**config.mk**
```make
export PLATFORM = sky130hd
export DESIGN_NAME = buck_prot_mgr
export DESIGN_NICKNAME = d
export VERILOG_FILES = /design/src/rtl/bpm_pkg.sv /design/src/rtl/bpm_debounce.sv /design/src/rtl/bpm_oc_window.sv /design/src/rtl/bpm_hiccup_timer.sv /design/src/rtl/buck_prot_mgr.sv
export SDC_FILE = /design/constraint.sdc
export NUM_CORES = 1
export LEC_CHECK = 0
export BUFFER_PORTS_ARGS = -buffer_cell sky130_fd_sc_hd__buf_2
export CAP_MARGIN = 20
export CORE_UTILIZATION = 52
export DETAILED_ROUTE_END_ITERATION = 8
export GPL_ROUTABILITY_DRIVEN = 0
export PLACE_DENSITY_LB_ADDON = 0.3
export SLEW_MARGIN = 10
export SYNTH_ARGS = -nofsm -noshare
export SYNTH_HDL_FRONTEND = slang
export SYNTH_SLANG_ARGS = --single-unit
```
**constraint.sdc**
```tcl
create_clock -name clk -period 1.75 [get_ports clk]
set_input_delay 0.175 -clock clk [delete_from_list [all_inputs] [get_ports clk]]
set_output_delay 0.175 -clock clk [all_outputs]
set_load 0.03 [all_outputs]
```
**src/rtl/bpm_pkg.sv**
```systemverilog
package bpm_pkg;
  typedef enum logic [1:0] {
    GM_NORMAL   = 2'd0,
    GM_LS_ON    = 2'd1,
    GM_ALL_OFF  = 2'd2,
    GM_TRISTATE = 2'd3
  } gate_mode_e;

  typedef enum logic [2:0] {
    ST_RUN  = 3'd0,
    ST_OVP  = 3'd1,
    ST_HIC  = 3'd2,
    ST_COOL = 3'd3,
    ST_TSD  = 3'd4
  } prot_state_e;

  typedef enum logic [1:0] {
    CAUSE_UV = 2'd0,
    CAUSE_OC = 2'd1,
    CAUSE_OT = 2'd2
  } hic_cause_e;

  localparam int unsigned FLAG_W   = 6;
  localparam int unsigned FB_OVL   = 0;
  localparam int unsigned FB_OVH   = 1;
  localparam int unsigned FB_UV    = 2;
  localparam int unsigned FB_OC    = 3;
  localparam int unsigned FB_OT    = 4;
  localparam int unsigned FB_TSD   = 5;
endpackage

```
**src/rtl/bpm_debounce.sv**
```systemverilog
module bpm_debounce #(
  parameter int unsigned LEN = 125
) (
  input  logic clk,
  input  logic rst_n,
  input  logic arm_i,
  input  logic lvl_i,
  output logic trip_o
);
  localparam int unsigned CW = $clog2(LEN + 1);

  logic [CW-1:0] run_cnt;

  always_ff @(posedge clk) begin
    if (!rst_n) begin
      run_cnt <= '0;
    end else if (!(arm_i && lvl_i)) begin
      run_cnt <= '0;
    end else if (run_cnt != CW'(LEN)) begin
      run_cnt <= run_cnt + 1'b1;
    end
  end

  // trips on the first armed-and-high cycle after LEN such cycles
  assign trip_o = arm_i && lvl_i && (run_cnt == CW'(LEN));

  assert_trip_has_history_R12: assert property (@(posedge clk) disable iff (!rst_n)
    trip_o |-> ($past(lvl_i) && $past(arm_i)));
endmodule

```
**src/rtl/bpm_oc_window.sv**
```systemverilog
module bpm_oc_window #(
  parameter int unsigned NPH    = 4,
  parameter int unsigned OC_CYC = 8
) (
  input  logic           clk,
  input  logic           rst_n,
  input  logic           arm_i,
  input  logic           sw_cycle_i,
  input  logic [NPH-1:0] ocl_i,
  input  logic [NPH-1:0] phase_act_i,
  output logic           trip_o
);
  localparam int unsigned CW = $clog2(OC_CYC + 1);

  logic [NPH-1:0] ph_ok;
  logic           all_lim;
  logic [CW-1:0]  cyc_cnt;

  // a phase is satisfied when inactive or in limit
  for (genvar g = 0; g < NPH; g++) begin : g_phase
    assign ph_ok[g] = !phase_act_i[g] || ocl_i[g];
  end

  assign all_lim = (|phase_act_i) && (&ph_ok);

  always_ff @(posedge clk) begin
    if (!rst_n) begin
      cyc_cnt <= '0;
    end else if (!arm_i) begin
      cyc_cnt <= '0;
    end else if (sw_cycle_i) begin
      if (!all_lim)                    cyc_cnt <= '0;
      else if (cyc_cnt != CW'(OC_CYC)) cyc_cnt <= cyc_cnt + 1'b1;
    end
  end

  assign trip_o = arm_i && sw_cycle_i && all_lim && (cyc_cnt == CW'(OC_CYC));

  assert_oc_run_before_trip_R6: assert property (@(posedge clk) disable iff (!rst_n)
    trip_o |-> $past(arm_i));
endmodule

```
**src/rtl/bpm_hiccup_timer.sv**
```systemverilog
module bpm_hiccup_timer #(
  parameter int unsigned TSS_CYC = 200,
  parameter int unsigned MULT_W  = 5
) (
  input  logic              clk,
  input  logic              rst_n,
  input  logic              run_i,
  input  logic [MULT_W-1:0] mult_i,
  output logic              done_o
);
  localparam int unsigned TW = $clog2(TSS_CYC + 1);

  logic [TW-1:0]     tick;
  logic [MULT_W-1:0] mcnt;
  logic              last_tick;

  assign last_tick = (tick == TW'(TSS_CYC - 1));

  always_ff @(posedge clk) begin
    if (!rst_n || !run_i) begin
      tick <= '0;
      mcnt <= '0;
    end else if (last_tick) begin
      tick <= '0;
      mcnt <= mcnt + 1'b1;
    end else begin
      tick <= tick + 1'b1;
    end
  end

  assign done_o = run_i && last_tick && (mcnt == mult_i - MULT_W'(1));

  assert_done_within_run_R5: assert property (@(posedge clk) disable iff (!rst_n)
    done_o |-> $past(run_i));
endmodule

```
**src/rtl/buck_prot_mgr.sv**
```systemverilog
module buck_prot_mgr
  import bpm_pkg::*;
#(
  parameter int unsigned NPH         = 4,
  parameter int unsigned OV_DEB_CYC  = 125,
  parameter int unsigned UV_DEB_CYC  = 188,
  parameter int unsigned OT_DEB_CYC  = 20,
  parameter int unsigned TSD_DEB_CYC = 15,
  parameter int unsigned OC_CYC      = 8,
  parameter int unsigned TSS_CYC     = 200,
  parameter int unsigned UV_MULT     = 12,
  parameter int unsigned OC_MULT     = 16,
  parameter int unsigned OT_MULT     = 8
) (
  input  logic              clk,
  input  logic              rst_n,
  input  logic              ss_begun_i,
  input  logic              pgd_done_i,
  input  logic              sw_cycle_i,
  input  logic              ovl_cmp_i,
  input  logic              ovh_cmp_i,
  input  logic              ov_release_i,
  input  logic              uv_cmp_i,
  input  logic [NPH-1:0]    ocl_i,
  input  logic [NPH-1:0]    phase_act_i,
  input  logic              ot_cmp_i,
  input  logic              tsd_hot_i,
  input  logic              tsd_cool_i,
  output logic [1:0]        gate_mode_o,
  output logic              neg_ilim_en_o,
  output logic              pg_pull_low_o,
  output logic [FLAG_W-1:0] fault_flags_o,
  output logic              restart_o
);
  localparam int unsigned MAX_MULT = (UV_MULT > OC_MULT) ?
                                     ((UV_MULT > OT_MULT) ? UV_MULT : OT_MULT) :
                                     ((OC_MULT > OT_MULT) ? OC_MULT : OT_MULT);
  localparam int unsigned MULT_W = $clog2(MAX_MULT + 1);

  prot_state_e       st, st_nxt;
  hic_cause_e        cause, cause_nxt;
  logic              ovh_lvl, ovh_lvl_nxt;
  logic              restart_d;
  logic              live, arm_early, arm_late;
  logic              ovl_trip, ovh_trip, uv_trip, oc_trip, ot_trip, tsd_trip;
  logic              hic_done;
  logic [MULT_W-1:0] hic_mult;
  gate_mode_e        gm;

  assign live      = (st == ST_RUN) || (st == ST_OVP);
  assign arm_early = live && ss_begun_i;
  assign arm_late  = live && pgd_done_i;

  bpm_debounce #(.LEN(OV_DEB_CYC)) u_deb_ovl (
    .clk(clk), .rst_n(rst_n), .arm_i(arm_late),  .lvl_i(ovl_cmp_i), .trip_o(ovl_trip));
  bpm_debounce #(.LEN(OV_DEB_CYC)) u_deb_ovh (
    .clk(clk), .rst_n(rst_n), .arm_i(arm_early), .lvl_i(ovh_cmp_i), .trip_o(ovh_trip));
  bpm_debounce #(.LEN(UV_DEB_CYC)) u_deb_uv (
    .clk(clk), .rst_n(rst_n), .arm_i(arm_late),  .lvl_i(uv_cmp_i),  .trip_o(uv_trip));
  bpm_debounce #(.LEN(OT_DEB_CYC)) u_deb_ot (
    .clk(clk), .rst_n(rst_n), .arm_i(arm_early), .lvl_i(ot_cmp_i),  .trip_o(ot_trip));
  bpm_debounce #(.LEN(TSD_DEB_CYC)) u_deb_tsd (
    .clk(clk), .rst_n(rst_n), .arm_i(1'b1),      .lvl_i(tsd_hot_i), .trip_o(tsd_trip));

  bpm_oc_window #(.NPH(NPH), .OC_CYC(OC_CYC)) u_oc (
    .clk(clk), .rst_n(rst_n), .arm_i(arm_early), .sw_cycle_i(sw_cycle_i),
    .ocl_i(ocl_i), .phase_act_i(phase_act_i), .trip_o(oc_trip));

  always_comb begin
    case (cause)
      CAUSE_UV: hic_mult = MULT_W'(UV_MULT);
      CAUSE_OC: hic_mult = MULT_W'(OC_MULT);
      default:  hic_mult = MULT_W'(OT_MULT);
    endcase
  end

  bpm_hiccup_timer #(.TSS_CYC(TSS_CYC), .MULT_W(MULT_W)) u_hic (
    .clk(clk), .rst_n(rst_n), .run_i(st == ST_HIC), .mult_i(hic_mult), .done_o(hic_done));

  // next-state selection; thermal shutdown outranks every state
  always_comb begin
    st_nxt      = st;
    cause_nxt   = cause;
    ovh_lvl_nxt = ovh_lvl;
    restart_d   = 1'b0;
    if (tsd_trip && st != ST_TSD) begin
      st_nxt = ST_TSD;
    end else begin
      case (st)
        ST_RUN: begin
          if (ovh_trip) begin
            st_nxt = ST_OVP; ovh_lvl_nxt = 1'b1;
          end else if (ovl_trip) begin
            st_nxt = ST_OVP; ovh_lvl_nxt = 1'b0;
          end else if (uv_trip) begin
            st_nxt = ST_HIC; cause_nxt = CAUSE_UV;
          end else if (oc_trip) begin
            st_nxt = ST_HIC; cause_nxt = CAUSE_OC;
          end else if (ot_trip) begin
            st_nxt = ST_HIC; cause_nxt = CAUSE_OT;
          end
        end
        ST_OVP: begin
          if (ovh_trip && !ovh_lvl) ovh_lvl_nxt = 1'b1;
          else if (ov_release_i)    st_nxt = ST_RUN;
        end
        ST_HIC: begin
          if (hic_done) begin
            if (cause == CAUSE_OT && ot_cmp_i) begin
              st_nxt = ST_COOL;
            end else begin
              st_nxt = ST_RUN; restart_d = 1'b1;
            end
          end
        end
        ST_COOL: begin
          if (!ot_cmp_i) begin
            st_nxt = ST_RUN; restart_d = 1'b1;
          end
        end
        ST_TSD: begin
          if (tsd_cool_i) begin
            st_nxt = ST_RUN; restart_d = 1'b1;
          end
        end
        default: st_nxt = ST_RUN;
      endcase
    end
  end

  always_ff @(posedge clk) begin
    if (!rst_n) begin
      st        <= ST_RUN;
      cause     <= CAUSE_UV;
      ovh_lvl   <= 1'b0;
      restart_o <= 1'b0;
    end else begin
      st        <= st_nxt;
      cause     <= cause_nxt;
      ovh_lvl   <= ovh_lvl_nxt;
      restart_o <= restart_d;
    end
  end

  // output decode from state
  always_comb begin
    gm            = GM_NORMAL;
    fault_flags_o = '0;
    case (st)
      ST_OVP: begin
        gm = GM_LS_ON;
        fault_flags_o[ovh_lvl ? FB_OVH : FB_OVL] = 1'b1;
      end
      ST_HIC, ST_COOL: begin
        gm = GM_ALL_OFF;
        case (cause)
          CAUSE_UV: fault_flags_o[FB_UV] = 1'b1;
          CAUSE_OC: fault_flags_o[FB_OC] = 1'b1;
          default:  fault_flags_o[FB_OT] = 1'b1;
        endcase
      end
      ST_TSD: begin
        gm = GM_TRISTATE;
        fault_flags_o[FB_TSD] = 1'b1;
      end
      default: ;
    endcase
  end

  assign gate_mode_o   = gm;
  assign pg_pull_low_o = (st != ST_RUN);
  assign neg_ilim_en_o = (st == ST_OVP) && !ovh_lvl;

  assert_flags_onehot_R11: assert property (@(posedge clk) disable iff (!rst_n)
    $onehot0(fault_flags_o));
  assert_pg_low_on_fault_R2: assert property (@(posedge clk) disable iff (!rst_n)
    (|fault_flags_o) |-> pg_pull_low_o);
  assert_no_nil_at_ovh_R3: assert property (@(posedge clk) disable iff (!rst_n)
    fault_flags_o[FB_OVH] |-> !neg_ilim_en_o);
  assert_restart_single_R5: assert property (@(posedge clk) disable iff (!rst_n)
    restart_o |=> !restart_o);
  assert_release_quiet_R4: assert property (@(posedge clk) disable iff (!rst_n)
    ($past(gate_mode_o) == 2'd1 && gate_mode_o == 2'd0) |-> !restart_o);
  assert_tsd_tristate_R10: assert property (@(posedge clk) disable iff (!rst_n)
    (tsd_trip && st != ST_TSD) |=> (gate_mode_o == 2'd3));
endmodule

```
# Word level (Yosys, flattened, before mapping)
# Index checks and enable logic that the tools add are counted.
[word_totals] out_inout_bits=11 inputBits=20 ff_bits=55
[op_classes] bitwise=4 magnitude_cmp=2 addsub=9 reduce_logical=57 eq_ne=36 muxes=38
[ops] op="two-way mux 3 bit" n=11
[ops] op="logical AND 1 bit" n=22
[ops] op="inequality test 3 bit, second input constant" n=6
[ops] op="adder 8 x 1 -> 8 bit, second input constant" n=2
[ops] op="== test 8 bit, second input constant" n=2
[ops] op="case mux 3 bit (5 select lines)" n=1
[ops] op="adder 7 x 1 -> 7 bit, second input constant" n=2
[ops] op="== test 7 bit, second input constant" n=2
[ops] op="inequality test 7 bit, second input constant" n=2
[ops] op="AND reduction 2 bit" n=7
[ops] op="two-way mux 1 bit" n=12
[ops] op="inequality test 2 bit, second input constant" n=6
[ops] op="AND reduction 6 bit" n=2
[ops] op="adder 5 x 1 -> 5 bit, second input constant" n=2
[ops] op="two-way mux 2 bit" n=5
[ops] op="case mux 5 bit (2 select lines)" n=1
[ops] op="adder 4 x 1 -> 4 bit, second input constant" n=2
[ops] op="== test 4 bit, second input constant" n=2
[ops] op="two-way mux 4 bit" n=2
[ops] op="inequality test 4 bit, second input constant" n=2
[ops] op="inequality test 8 bit, second input constant" n=1
[ops] op="AND reduction 4 bit" n=2
[ops] op="OR reduction 2 bit" n=4
[ops] op="logical NOT 1 bit" n=7
[ops] op="other kinds (28)" n=39

# Depth between registers and ports, before layout
[depth] word_depth=12 depth_mapped=8

# Hierarchy
# From an unflattened synthesis, not the netlist that was laid out.
[hier_totals] cells_unflattened=354 hier_area_um2=3076.7
[by_module_without_submodules] mod="bpm_debounce at u_deb_ovh ..." cells_each=36 area_each_um2=351.6 n_inst=2
[by_module_without_submodules] mod="bpm_hiccup_timer" cells_each=78 area_each_um2=689.4 n_inst=1
[by_module_without_submodules] mod="buck_prot_mgr" cells_each=68 area_each_um2=516.7 n_inst=1
[by_module_without_submodules] mod="bpm_debounce at u_deb_uv" cells_each=48 area_each_um2=407.9 n_inst=1
[by_module_without_submodules] mod="bpm_oc_window" cells_each=42 area_each_um2=320.3 n_inst=1
[by_module_without_submodules] mod="bpm_debounce at u_deb_ot" cells_each=25 area_each_um2=257.7 n_inst=1
[by_module_without_submodules] mod="bpm_debounce at u_deb_tsd" cells_each=21 area_each_um2=181.4 n_inst=1

# Least setup slack after synthesis
# No wires, ideal clock.
[synth_timing] kind="flip-flop to flip-flop" start="register u_hic.tick[0]" end="register st[0]" n_path_buf=0 synth_period_minus_slack_ns=1.843 setup_ns=0.072 required_time_ns=1.678 path_stages_with_launch=7 t_arrival_ns=1.771 path_slack_ns=-0.093 path_cell_list="dfxtp_1 -> ha_1 -> nand4_1 -> nor4_2 -> a31oi_1 -> a311oi_2 -> mux2i_1"
[synth_between] elab_chain_cells=5
[synth_lines] item="from (decl)" line="bpm_hiccup_timer.sv:13" source="logic [TW-1:0] tick;"
[synth_lines] item="from (signal assigned)" line="bpm_hiccup_timer.sv:27" source="tick <= tick + 1'b1;"
[synth_lines] item="== test 8 bit" line="bpm_hiccup_timer.sv:17" source="assign last_tick = (tick == TW'(TSS_CYC - 1));"
[synth_lines] item="logical AND 1 bit (2 in series)" line="bpm_hiccup_timer.sv:31" source="assign done_o = run_i && last_tick && (mcnt == mult_i - MULT_W'(1));"
[synth_lines] item="inequality test 2 bit (no line)"
[synth_lines] item="AND reduction 6 bit (no line)"
[synth_lines] item="to (signal assigned)" line="buck_prot_mgr.sv:138" source="st <= st_nxt;"
[synth_lines] item="to (decl)" line="buck_prot_mgr.sv:40" source="prot_state_e st, st_nxt;"
# No other way between the ends.
# A chain may end at the register's enable or synchronous reset.

# Worst setup path after layout
[layout_timing] start="register st[1]" end="register st[0]"
[layout_between] elab_chain_cells=11
[layout_lines] item="== test 3 x 1 -> 1 bit or logical NOT 3 bit (tied branches)" line="buck_prot_mgr.sv:50, buck_prot_mgr.sv:89"
[layout_lines] item="logical OR 1 bit" line="buck_prot_mgr.sv:50" source="assign live = (st == ST_RUN) || (st == ST_OVP);"
[layout_lines] item="logical AND 1 bit" line="buck_prot_mgr.sv:51" source="assign arm_early = live && ss_begun_i;"
[layout_lines] item="logical AND 1 bit (3 in series)" line="bpm_oc_window.sv:37" source="assign trip_o = arm_i && sw_cycle_i && all_lim && (cyc_cnt == CW'(OC_CYC));"
[layout_lines] item="two-way mux 3 bit" line="buck_prot_mgr.sv:97" source="end else if (oc_trip) begin"
[layout_lines] item="two-way mux 3 bit" line="buck_prot_mgr.sv:95" source="end else if (uv_trip) begin"
[layout_lines] item="two-way mux 3 bit" line="buck_prot_mgr.sv:93" source="end else if (ovl_trip) begin"
[layout_lines] item="two-way mux 3 bit" line="buck_prot_mgr.sv:91" source="if (ovh_trip) begin"
[layout_lines] item="case mux 3 bit (5 select lines)" line="buck_prot_mgr.sv:89" source="case (st)"
# Several ways; a longest one is shown, not always the timed one.

==> impl_metrics.py <==
metrics = {
    "sta": {
        "worstMarginPinSlew_ns": 0.391,
        "worst_slew_margin_rel_pct": 73.6,
        "hold_violations": 0,
        "rsz0062_at_grt": "true",
        "finalCritPeriodShare_pct": 98.6,
        "worst_slack_ns": 0.0252,
        "report.final.slew_viol_count": 0,
        "tns_ns": 0,
        "fmax_mhz": 580,
        "skew_ns": 0.00838,
        "fin_crit_ns": 1.72,
        "setup_viol": 0,
    },
    "synthesis": {
        "syn_area_per_cell_um2": 8.66,
        "synth.cell_area_um2": 2800,
        "synthDistinctLibCells": 49,
        "synth_warnings": 0,
        "netlist_instances": 323,
        "yosysSeqAreaShare_pct": 39.4,
        "synth_ff_type": "dfxtp_1",
        "synth_seq_cells": 55,
        "synth_edf_count": 0,
        "ys_async_sr_fraction_pct": 0,
        "synth_nets": 356,
    },
    "cts": {
        "cts_buffer_depth": 2,
        "hold_buffers": 0,
        "clockRootBuffer": "clkbuf_8",
        "htreeDepth": 2,
        "cts_buffers": 5,
        "cts.clk_slew.worst_paths_ns": 0.10,
        "numClockSinks": 55,
        "cts_tree": "yes",
        "clkLatencyLatePin_ns": 0.31,
    },
    "hold_path": {
        "hp-class": "input pin to flip-flop",
        "hold_path_startpoint": "sw_cycle_i",
        "holdPathStages": 3,
        "min_to": "u_oc.cyc_cnt[3]",
    },
    "critical_path": {
        "crit_path_end_kind": "flip-flop",
        "crit_fanout": 6,
        "reg2reg_from": "st[1]",
        "startpoint_type": "flip-flop",
        "rr_endpoint": "st[0]",
        "rr_worst_depth": 5,
        "crit_required_ns": 2.00,
        "rrSetupSlack_ns": 0.03,
        "path_class": "flip-flop to flip-flop",
        "crit_arrival_ns": 1.97,
    },
    "power_and_ir_drop": {
        "leakage_uw": 0.00135,
        "ir_drop_mv": 0.358,
        "pwr_density_cell_nw_per_um2": 618,
    },
    "drt": {
        "dr.pass1.iters": 4,
        "drtIter0Drc": 74,
        "viasPerCell": 5.38,
        "totalWireLength_mm": 5.57,
        "num_vias": 2434,
        "wire_per_inst_um": 12.3,
        "drc": 0,
        "ant_nets": 0,
    },
    "die": {
        "io_pins": 31,
        "fp.dieW_um": 75.4,
        "start_util_pct": 54.4,
        "die_y_um": 75.4,
        "fp-row-count": 26,
        "core_area_um2": 5140,
        "dieArea_um2": 5680,
    },
    "global_routing": {
        "grt_max_degree": 17,
        "overflow": 0,
        "antenna_found_initial": 0,
        "grt_pass1_wl_mm": 9.09,
        "grt_use_met3_pct": 4.76,
        "first_global_vias": 2129,
        "grt_util_met2_pct": 35.7,
        "gr-usage-all-layers_pct": 20.9,
        "use_met1_pct": 26.2,
        "gr-max-usage-layer": "met2",
    },
    "outcome": {
        "run_status": "completed",
    },
    "finish": {
        "instances_no_fill": 452,
        "n_antenna_cell": 0,
        "n_fill_cell": 455,
        "drive_gt1_share_pct": 21.7,
        "syn_to_final_growth_pct": 19.2,
        "final_nets": 414,
    },
    "place": {
        "dp_cells": 442,
        "pre_cts_slack_ns": -0.0167,
        "io_buffers": 30,
        "dpl.hpwl_mm": 4.21,
    },
    "job": {
        "drv_cap": 0,
    },
}
[cell families after synthesis]
logic type,count (synthesis),share of synthesized area (%)
fa+ha+maj,13,5.81
mux,5,1.79
simple gates,150,29.1
buf+inv,23,3.49
xor+xnor,30,9.39
flops,55,39.4
compound gates,47,11.1
[power breakdown]
part           internal (µW)  switching (µW)
clock network            281             404
logic                   51.2            62.8
registers               1260            6.67
[state kept, by name (all words and copies together) (netlist names)]
register and count:
ovh_lvl 1, u_deb_ovl.run_cnt 7, u_hic.tick 8, u_oc.cyc_cnt 4
restart_o 1, u_deb_ovh.run_cnt 7, u_hic.mcnt 5, u_deb_tsd.run_cnt 4
u_deb_ot.run_cnt 5, cause 2, st 3, u_deb_uv.run_cnt 8
[synth_stat cells (all sizes together), types with 3 or more instances]
cell type	instances	area, µm²
and3	9	56.3
nand2	25	93.8
nand3b	5	37.5
inv	15	56.3
a31oi	4	25.0
clkbuf	6	22.5
dfxtp	55	1100
nor2	40	150
nand3	19	95.1
ha	13	163
nor4	4	37.5
o22ai	4	25.0
or2	3	18.8
xor2	16	140
o41ai	3	26.3
nand4	10	62.6
mux2i	5	50.1
nor3	11	55.1
nand2b	4	25.0
nor3b	6	56.3
a21oi	21	105
xnor2	14	123
[per-layer routing]
layer / share of wire (%) / vias up
met2: 47 / 35
met5: 0 / -
met3: 3.8 / 9
li1: - / 1264
met4: 1.6 / 0
met1: 47 / 1126
[worst max-delay path by stage]
stage	from	endpoint	slack, ns	cells after the start
2_1_floorplan	st[1]	st[0]	0.02	6
3_3_place_gp	st[2]	st[0]	0.05	5
3_5_place_dp	st[2]	st[0]	-0.02	5
4_1_cts	st[2]	st[0]	0.02	5
5_1_grt	st[1]	st[0]	-0.1	5
6_report	st[1]	st[0]	0.03	5
[critical path: stages (launching register included)]
cell and delay, ns:
dfxtp_4 0.38, nor3b_4 0.23, nand4_1 0.14, or4_4 0.44, a311oi_2 0.26, mux2i_1 0.21
[through the flow]
step                hold slack [ns]  util (%)  total power, µW  instance area (µm²)
finish                        0.194      64.9             2060                 3330
global route                  0.194      64.9             2160                 3330
CTS                           0.184      64.2             2080                 3300
detailed placement            0.433      62.5             1400                 3210
global placement              0.426      62.5             1400                 3210
floorplan                     0.343         -             1350                 2810
[cell type report]
type / count / area (µm²) / area share (%)
Tap cell: 70 / 87.6 / 2.63
Sequential cell: 55 / 1110 / 33.2
Multi-Input combinational cell: 245 / 1630 / 48.9
Inverter: 15 / 56.3 / 1.69
Timing Repair Buffer: 59 / 368 / 11.0
Clock buffer: 6 / 72.6 / 2.18
Clock inverter: 2 / 12.5 / 0.375
[placed cells by master, fill, tap and decap left out, types with 2 or more instances in the layout]
| cell type | synthesis | final |
|---|---|---|
| o41ai_1 | 3 | 3 |
| and3_1 | 9 | 9 |
| o22ai_1 | 4 | 4 |
| a211oi_1 | 2 | 2 |
| a31oi_1 | 4 | 3 |
| buf_4 | 1 | 29 |
| or2_2 | 3 | 3 |
| ha_1 | 13 | 13 |
| xnor2_1 | 14 | 14 |
| nand4_1 | 10 | 10 |
| buf_2 | 0 | 30 |
| nand2b_1 | 4 | 4 |
| nor2_1 | 40 | 40 |
| and4b_1 | 2 | 2 |
| inv_1 | 15 | 15 |
| clkbuf_8 | 0 | 5 |
| dfxtp_1 | 55 | 53 |
| nor3_1 | 11 | 11 |
| nor4_2 | 2 | 2 |
| nor2b_1 | 2 | 2 |
| and4_1 | 2 | 2 |
| nand2_1 | 25 | 25 |
| mux2i_1 | 5 | 5 |
| xor2_1 | 16 | 16 |
| o21a_1 | 2 | 2 |
| nand3b_1 | 5 | 5 |
| nand3_1 | 19 | 19 |
| nand4b_1 | 2 | 2 |
| a21oi_1 | 21 | 21 |
| nor3b_1 | 5 | 4 |
[what timing repair did]
item,in CTS,in global routing
hold endpoints to repair,0,0
resized for setup,2,5
pin swaps,1,1
endpoints found under the setup margin,2,6
setup buffers,0,2
(Power assumes the default switching activity.)
